[config.mk]
export PLATFORM = sky130hd
export DESIGN_NAME = tsc_timer
export DESIGN_NICKNAME = d
export VERILOG_FILES = /design/src/rtl/tsc_pkg.sv /design/src/rtl/tsc_sync.sv /design/src/rtl/tsc_trig_sel.sv /design/src/rtl/tsc_regs.sv /design/src/rtl/tsc_core.sv /design/src/rtl/tsc_timer.sv
export SDC_FILE = /design/constraint.sdc
export NUM_CORES = 1
export LEC_CHECK = 0
export BUFFER_PORTS_ARGS = -buffer_cell sky130_fd_sc_hd__buf_2
export CORE_ASPECT_RATIO = 1.4
export CORE_MARGIN = 3
export CORE_UTILIZATION = 60
export CTS_BUF_LIST = sky130_fd_sc_hd__clkbuf_2
export DETAILED_ROUTE_END_ITERATION = 16
export PLACE_DENSITY = 0.92
export SYNTH_ARGS = -nofsm -noshare
export SYNTH_HDL_FRONTEND = slang
export SYNTH_SLANG_ARGS = --single-unit
[constraint.sdc]
create_clock -name clk -period 3.5 [get_ports clk]
set_clock_uncertainty 0.15 [all_clocks]
set_input_delay 1.05 -clock clk [delete_from_list [all_inputs] [get_ports clk]]
set_output_delay 1.05 -clock clk [all_outputs]
set_load 0.05 [all_outputs]
[src/rtl/tsc_pkg.sv]
package tsc_pkg;
    typedef enum logic [2:0] {
        SM_OFF, SM_RESET, SM_GATED, SM_TRIG, SM_EXTCLK, SM_COMBO
    } sm_mode_e;

    localparam logic [1:0] ADDR_CTRL  = 2'd0;
    localparam logic [1:0] ADDR_SLAVE = 2'd1;
    localparam logic [1:0] ADDR_PSC   = 2'd2;
    localparam logic [1:0] ADDR_ARR   = 2'd3;

    // undefined codes fold into the disabled behaviour
    function automatic sm_mode_e sm_decode(input logic [3:0] code);
        case (code)
            4'b0100: return SM_RESET;
            4'b0101: return SM_GATED;
            4'b0110: return SM_TRIG;
            4'b0111: return SM_EXTCLK;
            4'b1000: return SM_COMBO;
            default: return SM_OFF;
        endcase
    endfunction
endpackage

[src/rtl/tsc_sync.sv]
module tsc_sync #(
    parameter int STAGES = 2
) (
    input  logic clk,
    input  logic rst_n,
    input  logic d_i,
    output logic q_o
);
    logic [STAGES-1:0] sh_d, sh_q;

    always_comb sh_d = {sh_q[STAGES-2:0], d_i};

    always_ff @(posedge clk or negedge rst_n) begin
        if (!rst_n) sh_q <= '0;
        else        sh_q <= sh_d;
    end

    assign q_o = sh_q[STAGES-1];
endmodule

[src/rtl/tsc_trig_sel.sv]
module tsc_trig_sel (
    input  logic clk,
    input  logic rst_n,
    input  logic lvl_i,
    input  logic ch1_i,
    input  logic sel_edge_i,
    output logic trgi_o,
    output logic rise_o
);
    typedef struct packed {
        logic ch1_prev;
        logic trgi_prev;
    } tsel_t;

    tsel_t st_d, st_q;
    logic  pulse;

    always_comb begin
        pulse  = ch1_i ^ st_q.ch1_prev;
        trgi_o = sel_edge_i ? pulse : lvl_i;
        rise_o = trgi_o & ~st_q.trgi_prev;
        st_d.ch1_prev  = ch1_i;
        st_d.trgi_prev = trgi_o;
    end

    always_ff @(posedge clk or negedge rst_n) begin
        if (!rst_n) st_q <= '0;
        else        st_q <= st_d;
    end


    transition_pulse_chk: assert property (@(posedge clk) disable iff (!rst_n)
        (sel_edge_i && (ch1_i != st_q.ch1_prev)) |-> trgi_o);
endmodule

[src/rtl/tsc_regs.sv]
module tsc_regs import tsc_pkg::*; #(
    parameter int DATA_W = 32,
    parameter int CNT_W  = 16,
    parameter int PSC_W  = 16
) (
    input  logic              clk,
    input  logic              rst_n,
    input  logic              wr_en,
    input  logic [1:0]        wr_addr,
    input  logic [DATA_W-1:0] wr_data,
    input  logic              start_i,
    output logic              run_o,
    output sm_mode_e          mode_o,
    output logic              sel_edge_o,
    output logic [PSC_W-1:0]  psc_pend_o,
    output logic [CNT_W-1:0]  arr_pend_o,
    output logic              cfg_err_o
);
    localparam int MODE_HI_BIT = 16;
    localparam int SEL_BIT     = 4;

    typedef struct packed {
        logic             run;
        logic [2:0]       mode_lo;
        logic             mode_hi;
        logic             sel;
        logic [PSC_W-1:0] psc;
        logic [CNT_W-1:0] arr;
    } regs_t;

    regs_t r_d, r_q;
    logic  unused_hi_bits;
    assign unused_hi_bits = ^wr_data[DATA_W-1:MODE_HI_BIT+1];

    always_comb begin
        r_d = r_q;
        if (wr_en) begin
            case (wr_addr)
                ADDR_CTRL:  r_d.run = wr_data[0];
                ADDR_SLAVE: begin
                    r_d.mode_lo = wr_data[2:0];
                    r_d.mode_hi = wr_data[MODE_HI_BIT];
                    r_d.sel     = wr_data[SEL_BIT];
                end
                ADDR_PSC:   r_d.psc = wr_data[PSC_W-1:0];
                default:    r_d.arr = wr_data[CNT_W-1:0];
            endcase
        end
        if (start_i) r_d.run = 1'b1;
    end

    always_ff @(posedge clk or negedge rst_n) begin
        if (!rst_n) r_q <= '{run: 1'b0, mode_lo: 3'd0, mode_hi: 1'b0, sel: 1'b0,
                             psc: '0, arr: '1};
        else        r_q <= r_d;
    end

    assign run_o      = r_q.run;
    assign mode_o     = sm_decode({r_q.mode_hi, r_q.mode_lo});
    assign sel_edge_o = r_q.sel;
    assign psc_pend_o = r_q.psc;
    assign arr_pend_o = r_q.arr;
    assign cfg_err_o  = (mode_o == SM_GATED) && r_q.sel;


    start_sets_run_chk: assert property (@(posedge clk) disable iff (!rst_n)
        start_i |=> run_o);
endmodule

[src/rtl/tsc_core.sv]
module tsc_core import tsc_pkg::*; #(
    parameter int CNT_W = 16,
    parameter int PSC_W = 16
) (
    input  logic             clk,
    input  logic             rst_n,
    input  logic             run_i,
    input  sm_mode_e         mode_i,
    input  logic             trgi_i,
    input  logic             rise_i,
    input  logic [PSC_W-1:0] psc_pend_i,
    input  logic [CNT_W-1:0] arr_pend_i,
    output logic [CNT_W-1:0] cnt_o,
    output logic             upd_o,
    output logic             start_o
);
    typedef struct packed {
        logic [CNT_W-1:0] cnt;
        logic [PSC_W-1:0] pc;
        logic [PSC_W-1:0] psc_act;
        logic [CNT_W-1:0] arr_act;
        logic             upd;
    } core_t;

    core_t st_d, st_q;
    logic  tick, rst_ev, reload;

    always_comb begin
        st_d     = st_q;
        st_d.upd = 1'b0;
        reload   = 1'b0;
        case (mode_i)
            SM_GATED:  tick = run_i & trgi_i;
            SM_EXTCLK: tick = run_i & rise_i;
            default:   tick = run_i;
        endcase
        rst_ev  = rise_i & ((mode_i == SM_RESET) || (mode_i == SM_COMBO));
        start_o = rise_i & ((mode_i == SM_TRIG) || (mode_i == SM_COMBO));
        if (rst_ev) begin
            st_d.cnt = '0;
            st_d.pc  = '0;
            reload   = 1'b1;
        end else if (tick) begin
            if (st_q.pc == st_q.psc_act) begin
                st_d.pc = '0;
                if (st_q.cnt == st_q.arr_act) begin
                    st_d.cnt = '0;
                    reload   = 1'b1;
                end else begin
                    st_d.cnt = st_q.cnt + 1'b1;
                end
            end else begin
                st_d.pc = st_q.pc + 1'b1;
            end
        end
        if (reload) begin
            st_d.upd     = 1'b1;
            st_d.psc_act = psc_pend_i;
            st_d.arr_act = arr_pend_i;
        end
    end

    always_ff @(posedge clk or negedge rst_n) begin
        if (!rst_n) st_q <= '{cnt: '0, pc: '0, psc_act: '0, arr_act: '1, upd: 1'b0};
        else        st_q <= st_d;
    end

    assign cnt_o = st_q.cnt;
    assign upd_o = st_q.upd;


    within_limit_chk: assert property (@(posedge clk) disable iff (!rst_n)
        cnt_o <= st_q.arr_act);

    update_at_zero_chk: assert property (@(posedge clk) disable iff (!rst_n)
        upd_o |-> (cnt_o == '0));

    idle_hold_chk: assert property (@(posedge clk) disable iff (!rst_n)
        (mode_i == SM_OFF && !run_i) |=> $stable(cnt_o));

    gate_low_hold_chk: assert property (@(posedge clk) disable iff (!rst_n)
        (mode_i == SM_GATED && !trgi_i) |=> $stable(cnt_o));

    extclk_hold_chk: assert property (@(posedge clk) disable iff (!rst_n)
        (mode_i == SM_EXTCLK && !rise_i) |=> $stable(cnt_o));

    combo_restart_chk: assert property (@(posedge clk) disable iff (!rst_n)
        (mode_i == SM_COMBO && rise_i) |=> (cnt_o == '0 && upd_o));
endmodule

[src/rtl/tsc_timer.sv]
module tsc_timer import tsc_pkg::*; #(
    parameter int CNT_W       = 16,
    parameter int PSC_W       = 16,
    parameter int DATA_W      = 32,
    parameter int SYNC_STAGES = 2
) (
    input  logic              clk,
    input  logic              rst_n,
    input  logic              wr_en,
    input  logic [1:0]        wr_addr,
    input  logic [DATA_W-1:0] wr_data,
    input  logic              trig_in,
    input  logic              ch1_in,
    output logic [CNT_W-1:0]  cnt_out,
    output logic              upd_evt,
    output logic              run_o,
    output logic              cfg_err
);
    localparam int N_IN = 2;

    logic [N_IN-1:0] raw_in, sync_in;
    logic            sel_edge, trgi, rise, start;
    sm_mode_e        mode;
    logic [PSC_W-1:0] psc_pend;
    logic [CNT_W-1:0] arr_pend;

    assign raw_in = {ch1_in, trig_in};

    for (genvar g = 0; g < N_IN; g++) begin : g_sync
        tsc_sync #(.STAGES(SYNC_STAGES)) u_sync (
            .clk(clk), .rst_n(rst_n), .d_i(raw_in[g]), .q_o(sync_in[g]));
    end

    tsc_trig_sel u_trig (
        .clk(clk), .rst_n(rst_n), .lvl_i(sync_in[0]), .ch1_i(sync_in[1]),
        .sel_edge_i(sel_edge), .trgi_o(trgi), .rise_o(rise));

    tsc_regs #(.DATA_W(DATA_W), .CNT_W(CNT_W), .PSC_W(PSC_W)) u_regs (
        .clk(clk), .rst_n(rst_n), .wr_en(wr_en), .wr_addr(wr_addr),
        .wr_data(wr_data), .start_i(start), .run_o(run_o), .mode_o(mode),
        .sel_edge_o(sel_edge), .psc_pend_o(psc_pend), .arr_pend_o(arr_pend),
        .cfg_err_o(cfg_err));

    tsc_core #(.CNT_W(CNT_W), .PSC_W(PSC_W)) u_core (
        .clk(clk), .rst_n(rst_n), .run_i(run_o), .mode_i(mode), .trgi_i(trgi),
        .rise_i(rise), .psc_pend_i(psc_pend), .arr_pend_i(arr_pend),
        .cnt_o(cnt_out), .upd_o(upd_evt), .start_o(start));
endmodule

==> impl_results.md <==
* Run status: finished clean
* Worst Hold Class: primary input to asynchronous set/reset pin
* R2R cell count at 6
* DRT Pass-1 Iters at 5
* First-pass GRT wire length at about 18000 um
* Psw at 1.152 mW
* Area grow syn2layout at 5.160%
* Max stage delay on crit path at between 400 and 500 ps
* Root Driver: clkbuf_2
* Number of port buffers at 42
* Final Slew Violations at 0
* Chip Width at approximately 86 um
* Final number of hold-violating endpoints at 0
* Setup bufs post-CTS at 0
* TritonCTS Buffers at 9
* Worst vdd ir at 0.0004460 V
* WL per Instance at approximately 19 um
* Die area at around 10000 um2
* Crit path kind: flip-flop to output pin
* Antenna Violating Nets Remaining at 0
* Critical path depth in cells at 4
* Final worst-path cycle share at 0.8745
* Crit path cell chain: nor2b_1, nand2_1, nor3b_1, buf_2
* Setup Total Neg Slack at 0 ps
* Critical Path Start Type: flip-flop
* Global Route Usage Sum at 0.2276
* Synth Register Bits at 109
* CTS Sinks at around 110
* Initial core utilization at 0.6189
* Leak at 2.501 nW
* CP required at approximately 2300 ps
* Mapped Avg Cell Area at 12.15 um2
* CTS tree: done
* P per Cell Area at 610.7 nW/um2
* Vias in the first global route at roughly 3600
* Gpl congestion at 0.9221
* Worst-path maximum fanout at 4
* CTS resizes at 0
* Count of cell types in the netlist at 51
* Clock transition at the registers of the reported paths at ~300 ps
* Switching share of total power at 0.3347
* Mux cell area share after synthesis at 0.1693
* Core ar. at 8658 um2
* Antenna violations before repair at 0
* Die Span Y at approximately 120 um
* Post-synth EDFFs at 0
* Max Clk Rate at between 300 and 400 MHz
* Largest net degree at the start of global routing at 78
* Adder-cell share of the synthesized area at 0.004670
* Synthesized area at around 5400 um2
* First DRT Iteration DRCs at ~390
* Placed Cells at 560
* Slew @ Worst Pin at ~910 ps
* Nets at around 510
* Min Tclk post-route at roughly 3000 ps
* Syn Nets at between 400 and 500
* Post-route DRC at 0
* Worst skew pair latency at around 620 ps
* Worst Path Buf+Inv at 1
* Syn. warnings at 0
* Finished Layout Cells at roughly 580
* Combinational share of power at 0.273
* Maximum Capacitance Violations at 0
* Area post-placement at 5534 um2
* HPWL after DPL at roughly 8200 um
* Internal power at 2.290 mW
* CP top delay family: simple AND/OR/NAND/NOR gates
* Diodes inserted at 0
* Top_reg_cell synth: dfrtp_1
* Worst setup EP type: output pin
* Worst path arrival time at between 1500 and 2000 ps
* DR vias/cell at 6.240
* Hold bufs inserted after CTS at 0
* Clock share of power at 0.154
* Post-Synth XOR/XNOR Area at 0.06701
* Finished Cell Area at between 5000 and 6000 um2
* Synth async-reset ratio at 1.000
* GRT overflow at 0
* DR vias at 3594
* Synth Area in Compound Gates at 0.07658
* Max transition margin at 0.3921
* Setup Viol. Count Final at 0
* Final core utilization at 0.6509
* Final WL at around 11000 um
* Sequential Power Share at 0.573
* RSZ-0062 raised after global routing: false
* Io pins at 58
* Total power at 3.442 mW
* H-tree depth at 3
* Cells after synthesis at ~440
* Simple-Gate Fraction of Synth Area at 0.1216
* Main combinational cell family by area after synthesis: multiplexers
* Row Count at 40
* Layout cell share with drive strength beyond 1 at 0.3609
* Crit-path slowest cell: dfrtp_1
* Register area share after synthesis at 0.5165
* Clock Path Buffers at 2
-- metrics by stage --
step / setup WS, ps / hold slack, ps
after floorplan: 519.8 / 181.2
after detailed placement: 547.0 / 184.7
after global placement: 634.4 / 182.7
final: 439.4 / 165.2
after CTS: 402.0 / 145.0
after global routing: 291.5 / 151.0
-- final timing paths --
path / from / to / slack [ps]
max reg2reg: u_core.st_q[15] / u_core.st_q[31] / 500
max: u_regs.r_q[36] / cfg_err / 440
min reg2reg: g_sync[1].u_sync.sh_q[0] / g_sync[1].u_sync.sh_q[1] / 240
min: rst_n / u_core.cnt_o[7] / 170
max in group asynchronous: rst_n / u_regs.arr_pend_o[9] / 2240
min in group clk: g_sync[1].u_sync.sh_q[0] / g_sync[1].u_sync.sh_q[1] / 240
-- cell families (layout without fill, tap and decap cells) --
family	count (synthesis)	count (layout)
and+or+nand+nor	118	118
DFF	109	109
muxes	71	71
adders and majority gates	2	2
AOI/OAI and AO/OA	62	62
buffers and inverters	38	68
xor gates and xnor gates	41	41
-- sequential cells by signal, summed over array words and instances, names as in the netlist --
register            count
u_regs.arr_pend_o      16
u_regs.psc_pend_o      16
u_trig.st_q             2
u_regs.run_o            1
u_core.cnt_o           16
u_regs.sel_edge_o       1
u_regs.r_q              4
g_sync.u_sync.sh_q      4
u_core.upd_o            1
u_core.st_q            48
-- cell usage after synthesis, types with 5 or more instances --
library cell / instances / area [um2]
o21ai_0: 18 / 90.09
dfrtp_1: 77 / 1927
clkbuf_1: 9 / 33.78
nand4_1: 8 / 50.05
xnor2_1: 23 / 201.4
a21oi_1: 19 / 95.09
or3_1: 6 / 37.54
buf_4: 16 / 120.1
mux2_2: 41 / 461.7
nand3_1: 22 / 110.1
and4_1: 5 / 43.79
xor2_1: 18 / 157.7
dfstp_2: 32 / 840.8
nor3_1: 6 / 30.03
nand2_1: 18 / 67.56
or4_1: 6 / 45.04
inv_1: 5 / 18.77
nor2_1: 23 / 86.33
and3_1: 5 / 31.28
mux2_4: 29 / 435.4
-- layer usage --
metal | global-route usage | wire length (um)
met2 | 0.3711 | 5577
met5 | 0 | 0
met4 | 0.09406 | 355
met1 | 0.3051 | 4473
met3 | 0.02871 | 545
-- area by class of cell --
cell class / count / area (um2)
fill: 615 / 3023
sequential: 109 / 2768
multi-input combinational: 294 / 2354
timing repair buffer: 47 / 262.8
tap: 105 / 131.4
clock inverter: 7 / 56.30
clock buffer: 9 / 45.04
inverter: 5 / 18.77
-- placed cells by master, fill, tap and decap left out, types with 6 or more instances in the layout --
cell	netlist	final
xor2_1	18	18
dfstp_2	32	32
mux2_2	41	41
nor2_1	23	23
buf_2	4	41
xnor2_1	23	23
or4_1	6	6
nor3_1	6	6
nand2_1	18	18
dfrtp_1	77	77
o21ai_0	18	18
nand4_1	8	8
nand3_1	22	22
or3_1	6	6
clkbuf_2	0	9
mux2_4	29	29
a21oi_1	19	19
-- power by group through the flow --
stage	clock (mW)	sequential [mW]	combinational, mW
after floorplan	0	1.87	0.778
final	0.530	1.97	0.940
after global placement	0	1.96	0.889
after detailed placement	0	1.99	0.945
after CTS	0.537	1.96	0.948
after global routing	0.586	2.01	1.02
(Power assumes the default switching activity.)
